### config.mk
export PLATFORM = sky130hd
export DESIGN_NAME = shc_chain
export DESIGN_NICKNAME = d
export VERILOG_FILES = /design/src/rtl/shc_pkg.sv /design/src/rtl/shc_scan_ff.sv /design/src/rtl/shc_hold_stage.sv /design/src/rtl/shc_cell.sv /design/src/rtl/shc_chain.sv
export SDC_FILE = /design/constraint.sdc
export NUM_CORES = 1
export LEC_CHECK = 0
export BUFFER_PORTS_ARGS = -buffer_cell sky130_fd_sc_hd__buf_2
export CORE_ASPECT_RATIO = 0.9
export CORE_UTILIZATION = 45
export CTS_BUF_LIST = sky130_fd_sc_hd__clkbuf_4 sky130_fd_sc_hd__clkbuf_8
export CTS_CLUSTER_DIAMETER = 60
export DETAILED_ROUTE_END_ITERATION = 8
export PLACE_DENSITY = 0.85
export RECOVER_POWER = 50
export SLEW_MARGIN = 20
export SYNTH_ARGS = -nofsm -noshare
export SYNTH_HDL_FRONTEND = slang
export SYNTH_SLANG_ARGS = --single-unit
### constraint.sdc
create_clock -name clk -period 1.2 [get_ports clk]
set_input_delay 0.12 -clock clk [delete_from_list [all_inputs] [get_ports clk]]
set_output_delay 0.12 -clock clk [all_outputs]
set_load 0.005 [all_outputs]
### src/rtl/shc_pkg.sv
package shc_pkg;
   // Implementation choice for the per-cell hold stage
   typedef enum int unsigned {
      HOLD_AS_REG   = 0,
      HOLD_AS_LATCH = 1
   } hold_kind_e;

   localparam int unsigned MIN_CELLS = 2;
endpackage

### src/rtl/shc_scan_ff.sv
module shc_scan_ff (
   input  logic clk,
   input  logic rst_n,
   input  logic test_ctl,
   input  logic func_d,
   input  logic ser_in,
   output logic q
);
   logic d_sel;

   assign d_sel = test_ctl ? func_d : ser_in;

   always_ff @(posedge clk or negedge rst_n) begin
      if (!rst_n) q <= 1'b0;
      else        q <= d_sel;
   end


   capture_chk: assert property (@(posedge clk) disable iff (!rst_n)
      test_ctl |=> (q == $past(func_d)));


   shift_chk: assert property (@(posedge clk) disable iff (!rst_n)
      !test_ctl |=> (q == $past(ser_in)));
endmodule

### src/rtl/shc_hold_stage.sv
module shc_hold_stage #(
   parameter shc_pkg::hold_kind_e HOLD_KIND = shc_pkg::HOLD_AS_REG
) (
   input  logic clk,
   input  logic rst_n,
   input  logic hold_en,
   input  logic ff_q,
   output logic held_q
);
   generate
      if (HOLD_KIND == shc_pkg::HOLD_AS_REG) begin : g_reg
         // open_r remembers that the stage was transparent at the last edge,
         // so the flop value present when hold_en fell is still on ff_q
         logic open_r;
         logic keep_r;

         always_ff @(posedge clk or negedge rst_n) begin
            if (!rst_n) begin
               open_r <= 1'b0;
               keep_r <= 1'b0;
            end else begin
               open_r <= hold_en;
               if (open_r || hold_en) keep_r <= ff_q;
            end
         end

         assign held_q = (hold_en || open_r) ? ff_q : keep_r;
      end else begin : g_latch
         logic lat_q;

         always_latch begin
            if (!rst_n)       lat_q = 1'b0;
            else if (hold_en) lat_q = ff_q;
         end

         assign held_q = lat_q;
      end
   endgenerate


   follow_chk: assert property (@(posedge clk) disable iff (!rst_n)
      hold_en |-> (held_q == ff_q));


   freeze_chk: assert property (@(posedge clk) disable iff (!rst_n)
      !hold_en |=> (hold_en || $stable(held_q)));
endmodule

### src/rtl/shc_cell.sv
module shc_cell #(
   parameter shc_pkg::hold_kind_e HOLD_KIND = shc_pkg::HOLD_AS_REG
) (
   input  logic clk,
   input  logic rst_n,
   input  logic test_ctl,
   input  logic hold_en,
   input  logic func_d,
   input  logic ser_in,
   output logic ser_out,
   output logic held_q
);
   logic ff_q;

   shc_scan_ff i_ff (
      .clk      (clk),
      .rst_n    (rst_n),
      .test_ctl (test_ctl),
      .func_d   (func_d),
      .ser_in   (ser_in),
      .q        (ff_q)
   );

   shc_hold_stage #(.HOLD_KIND(HOLD_KIND)) i_hold (
      .clk     (clk),
      .rst_n   (rst_n),
      .hold_en (hold_en),
      .ff_q    (ff_q),
      .held_q  (held_q)
   );

   // serial link taken before the hold stage
   assign ser_out = ff_q;
endmodule

### src/rtl/shc_chain.sv
module shc_chain #(
   parameter int unsigned          CELLS     = 8,
   parameter shc_pkg::hold_kind_e HOLD_KIND = shc_pkg::HOLD_AS_REG
) (
   input  logic             clk,
   input  logic             rst_n,
   input  logic             test_ctl,
   input  logic             hold_en,
   input  logic             scan_in,
   input  logic [CELLS-1:0] func_d,
   output logic             scan_out,
   output logic [CELLS-1:0] func_q
);
   localparam int unsigned LINKS = CELLS + 1;

   generate
      if (CELLS < shc_pkg::MIN_CELLS) begin : g_bad_cells
         $error("shc_chain: CELLS must be at least %0d", shc_pkg::MIN_CELLS);
      end
   endgenerate

   logic [LINKS-1:0] link;

   assign link[0] = scan_in;

   generate
      for (genvar i = 0; i < CELLS; i++) begin : g_cell
         shc_cell #(.HOLD_KIND(HOLD_KIND)) i_cell (
            .clk      (clk),
            .rst_n    (rst_n),
            .test_ctl (test_ctl),
            .hold_en  (hold_en),
            .func_d   (func_d[i]),
            .ser_in   (link[i]),
            .ser_out  (link[i+1]),
            .held_q   (func_q[i])
         );
      end
   endgenerate

   assign scan_out = link[LINKS-1];


   reset_clear_chk: assert property (@(posedge clk)
      !rst_n |-> (func_q == '0 && scan_out == 1'b0));


   tail_shift_chk: assert property (@(posedge clk) disable iff (!rst_n)
      !test_ctl |=> (scan_out == $past(link[LINKS-2])));
endmodule

==> metrics.md <==
| Metric | Value |
|---|---|
| N_diodes | 0 |
| Num ports | 22 |
| Setup TNS Final | -2402 ps |
| Critical R2R Launch | g_cell[7].i_cell.i_hold.g_reg.open_r |
| Slowest stage delay, CP | a little over 400 ps |
| Max VDD drop | just over 0.9 mV |
| R2R setup slack | 20 ps |
| Fill cells | between 100 and 150 |
| Slew Limit Headroom | 0.4102 |
| Xor/xnor share of the synthesized area | 0 |
| Number of CTS-inserted buffers | 3 |
| Pin count of the biggest net entering global routing | 18 |
| Initial Util | 0.5161 |
| Worst Reg-to-Reg Cells | 4 |
| Mapped cell area | between 600 and 700 um^2 |
| Die Ht | 38.93 um |
| Hold Path Depth | 2 |
| Gpl congestion | 0.6511 |
| Final hold vios | 0 |
| Commonest non-fill, non-tap cell in the layout | dfrtp_1 |
| First-iteration detailed-routing DRC count | 3 |
| WS Path Type | reg -> out |
| Lkg Pwr | 0.4272 nW |
| Htree depth | 1 |
| Final ANT Viol Nets | 0 |
| Total Wirelength | ~1100 um |
| Compound-gate portion of the synthesized area | 0 |
| Vias/cell | about 4.9 |
| Max Root-Sink Buffers | 2 |
| Nets | 77 |
| Clock Pin Slew Worst Setup and Hold Paths | around 100 ps |
| Worst Max-Slew Pin Slew | 884.8 ps |
| Share of cells above drive strength 1 | 0.6667 |
| First-pass GRT wire length | roughly 1800 um |
| Crit path cell chain | nor2_4, buf_12, mux2_4, buf_6 |
| PwrDens | about 1300 nW/um^2 |
| Vias | approximately 380 |
| Placed cell count | 69 |
| Remaining design rule violation count | 0 |
| Worst Setup Start Kind | flop |
| Sequential fraction of the synthesis area | 0.6239 |
| Overall power | roughly 0.0012 W |
| Clock root buffer | clkbuf_4 |
| FF-to-FF End | g_cell[3].i_cell.i_hold.g_reg.keep_r |
| Buffers on Ports | 21 |
| Synth Register Bits | 17 |
| Core area | between 1000 and 1500 um^2 |
| GRT Residual Overflow | 0 |
| Final min period | 1503 ps |
| Simple-gate share of the synthesized area | 0.01651 |
| Clock Skew | 8.683 ps |
| Syn_area_per_cell | between 15 and 20 um^2 |
| Row cnt | 12 |
| Fin worst setup slack | -302.6 ps |
| Mux cell area share after synthesis | 0.2642 |
| Post-DR wirelength/cell | about 14 um |
| HP Start | func_d[6] |
| CTS Sinks | 17 |
| Cells after synthesis | 43 |
| CP arrival | 1380 ps |
| Outcome | finished, violations left |
| CTS tree | yes |
| Die Width | 43.04 um |
| DP HPWL | 707.7 um |
| Worst skew pair latency | roughly 290 ps |
| Fin crit share | 1.252 |
| Largest family of logic cells by synthesized area | multiplexers |
| Nature of the critical path endpoint | primary output |
| Adder-cell share of the synthesized area | 0 |
| Post-Syn Nets | 56 |
| Total GRT Usage | 0.1658 |
| Req. time, crit path | 1080 ps |
| End point of the worst hold path | g_cell[6].i_cell.i_ff.q |
| Final setup violation count | 8 |
| RSZ-0062 raised after global routing | yes |
| Layout Cells excl Fill | 77 |
| P&R area growth vs syn | 31.38% |
| Worst-path fanout max | 8 |
| CP max-delay cell | dfrtp_1 |
| Initial DRT Pass Iterations | 2 |
| Worst Hold Class | in -> reg |
| Failing checks | negative setup slack |
| Fmax achieved | between 600 and 700 MHz |
| Vias in the first global route | roughly 400 |
| Initial antenna violation count | 0 |
| Max cap viols | 0 |
| Most frequent cells in the layout | 17 x dfrtp_1, 11 x buf_2, 9 x buf_6, 8 x mux2_2, 8 x mux2_4 |
| Synth Warn # | 0 |
| Netlist cell types | 5 |
| DIE AREA | around 1700 um^2 |
| Max-slew violations | 0 |
==> synthesized netlist by cell type <==
cell      n  area [um^2]
buf_2     1        5.000
nor2_4    1        11.26
dfrtp_1  17        425.4
mux2_2   16        180.2
buf_4     8        60.06
==> how the worst max path moves through the flow <==
| stage | from | end | cells after the start |
|---|---|---|---|
| 3_5_place_dp | g_cell[7].i_cell.i_hold.g_reg.open_r | func_q[5] | 3 |
| 2_1_floorplan | g_cell[7].i_cell.i_hold.g_reg.open_r | func_q[0] | 3 |
| 4_1_cts | g_cell[7].i_cell.i_hold.g_reg.open_r | func_q[4] | 4 |
| 3_3_place_gp | g_cell[7].i_cell.i_hold.g_reg.open_r | func_q[5] | 3 |
| 6_report | g_cell[7].i_cell.i_hold.g_reg.open_r | func_q[3] | 4 |
| 5_1_grt | g_cell[7].i_cell.i_hold.g_reg.open_r | func_q[4] | 4 |
==> power breakdown <==
group | leakage (nW) | internal [W] | switching, W
sequential | 0.198 | 0.000634 | 0.0000257
clock | 0.0177 | 0.000124 | 0.000175
combinational | 0.211 | 0.000169 | 0.0000806
total | 0.427 | 0.000927 | 0.000281
==> worst max-delay path, delay by kind of cell, from the launching register on <==
family | cells | cell delay [ps]
DFF | 1 | 410
muxes | 1 | 310
and+or+nand+nor | 1 | 110
buffers and inverters | 2 | 260
==> metrics by stage <==
step	cell area (um^2)	hold WS, ps	util	setup WS, ps
after floorplan	681.9	-175.6	-	19.23
after global placement	739.5	51.19	0.5597	-41.05
after detailed placement	739.5	56.42	0.5597	-55.23
after CTS	894.6	51.53	0.6771	-308.7
after global routing	895.9	34.00	0.6780	-361.1
final	895.9	54.67	0.6780	-302.6
==> state kept, by name, indices dropped and copies added, names as in the netlist <==
register                           flops
g_cell.i_cell.i_ff.q                   8
g_cell.i_cell.i_hold.g_reg.keep_r      8
g_cell.i_cell.i_hold.g_reg.open_r      1
==> timing repair <==
item,4_1_cts,5_1_grt
pin swaps,1,0
endpoints found under the hold margin,18,0
resized for setup,16,1
hold buffers,2,0
setup endpoints to repair,8,9
setup buffers,2,0
==> final cells by class <==
| class | instances | area (um^2) | share of cell area |
|---|---|---|---|
| flip-flops and latches | 17 | 425.4 | 0.4749 |
| clock inverters | 1 | 5.005 | 0.005587 |
| well taps | 14 | 17.52 | 0.01955 |
| clock buffers | 3 | 22.52 | 0.02514 |
| repair buffers | 25 | 203.9 | 0.2277 |
| multi-input cells | 17 | 221.5 | 0.2472 |
==> per-layer routing <==
| metal | vias to the layer above | routed length, um | track usage |
|---|---|---|---|
| li1 | 177 | - | - |
| met1 | 184 | 503 | 0.1818 |
| met2 | 18 | 502 | 0.2652 |
| met3 | 2 | 74 | 0.08411 |
| met4 | 0 | 8 | 0.09091 |
| met5 | - | 0 | 0 |
==> logic make-up after synthesis <==
kind of cell	Yosys count
buf+inv	9
flops	17
mux	16
simple gates	1
Note: power is estimated with default switching activity, not from simulation.
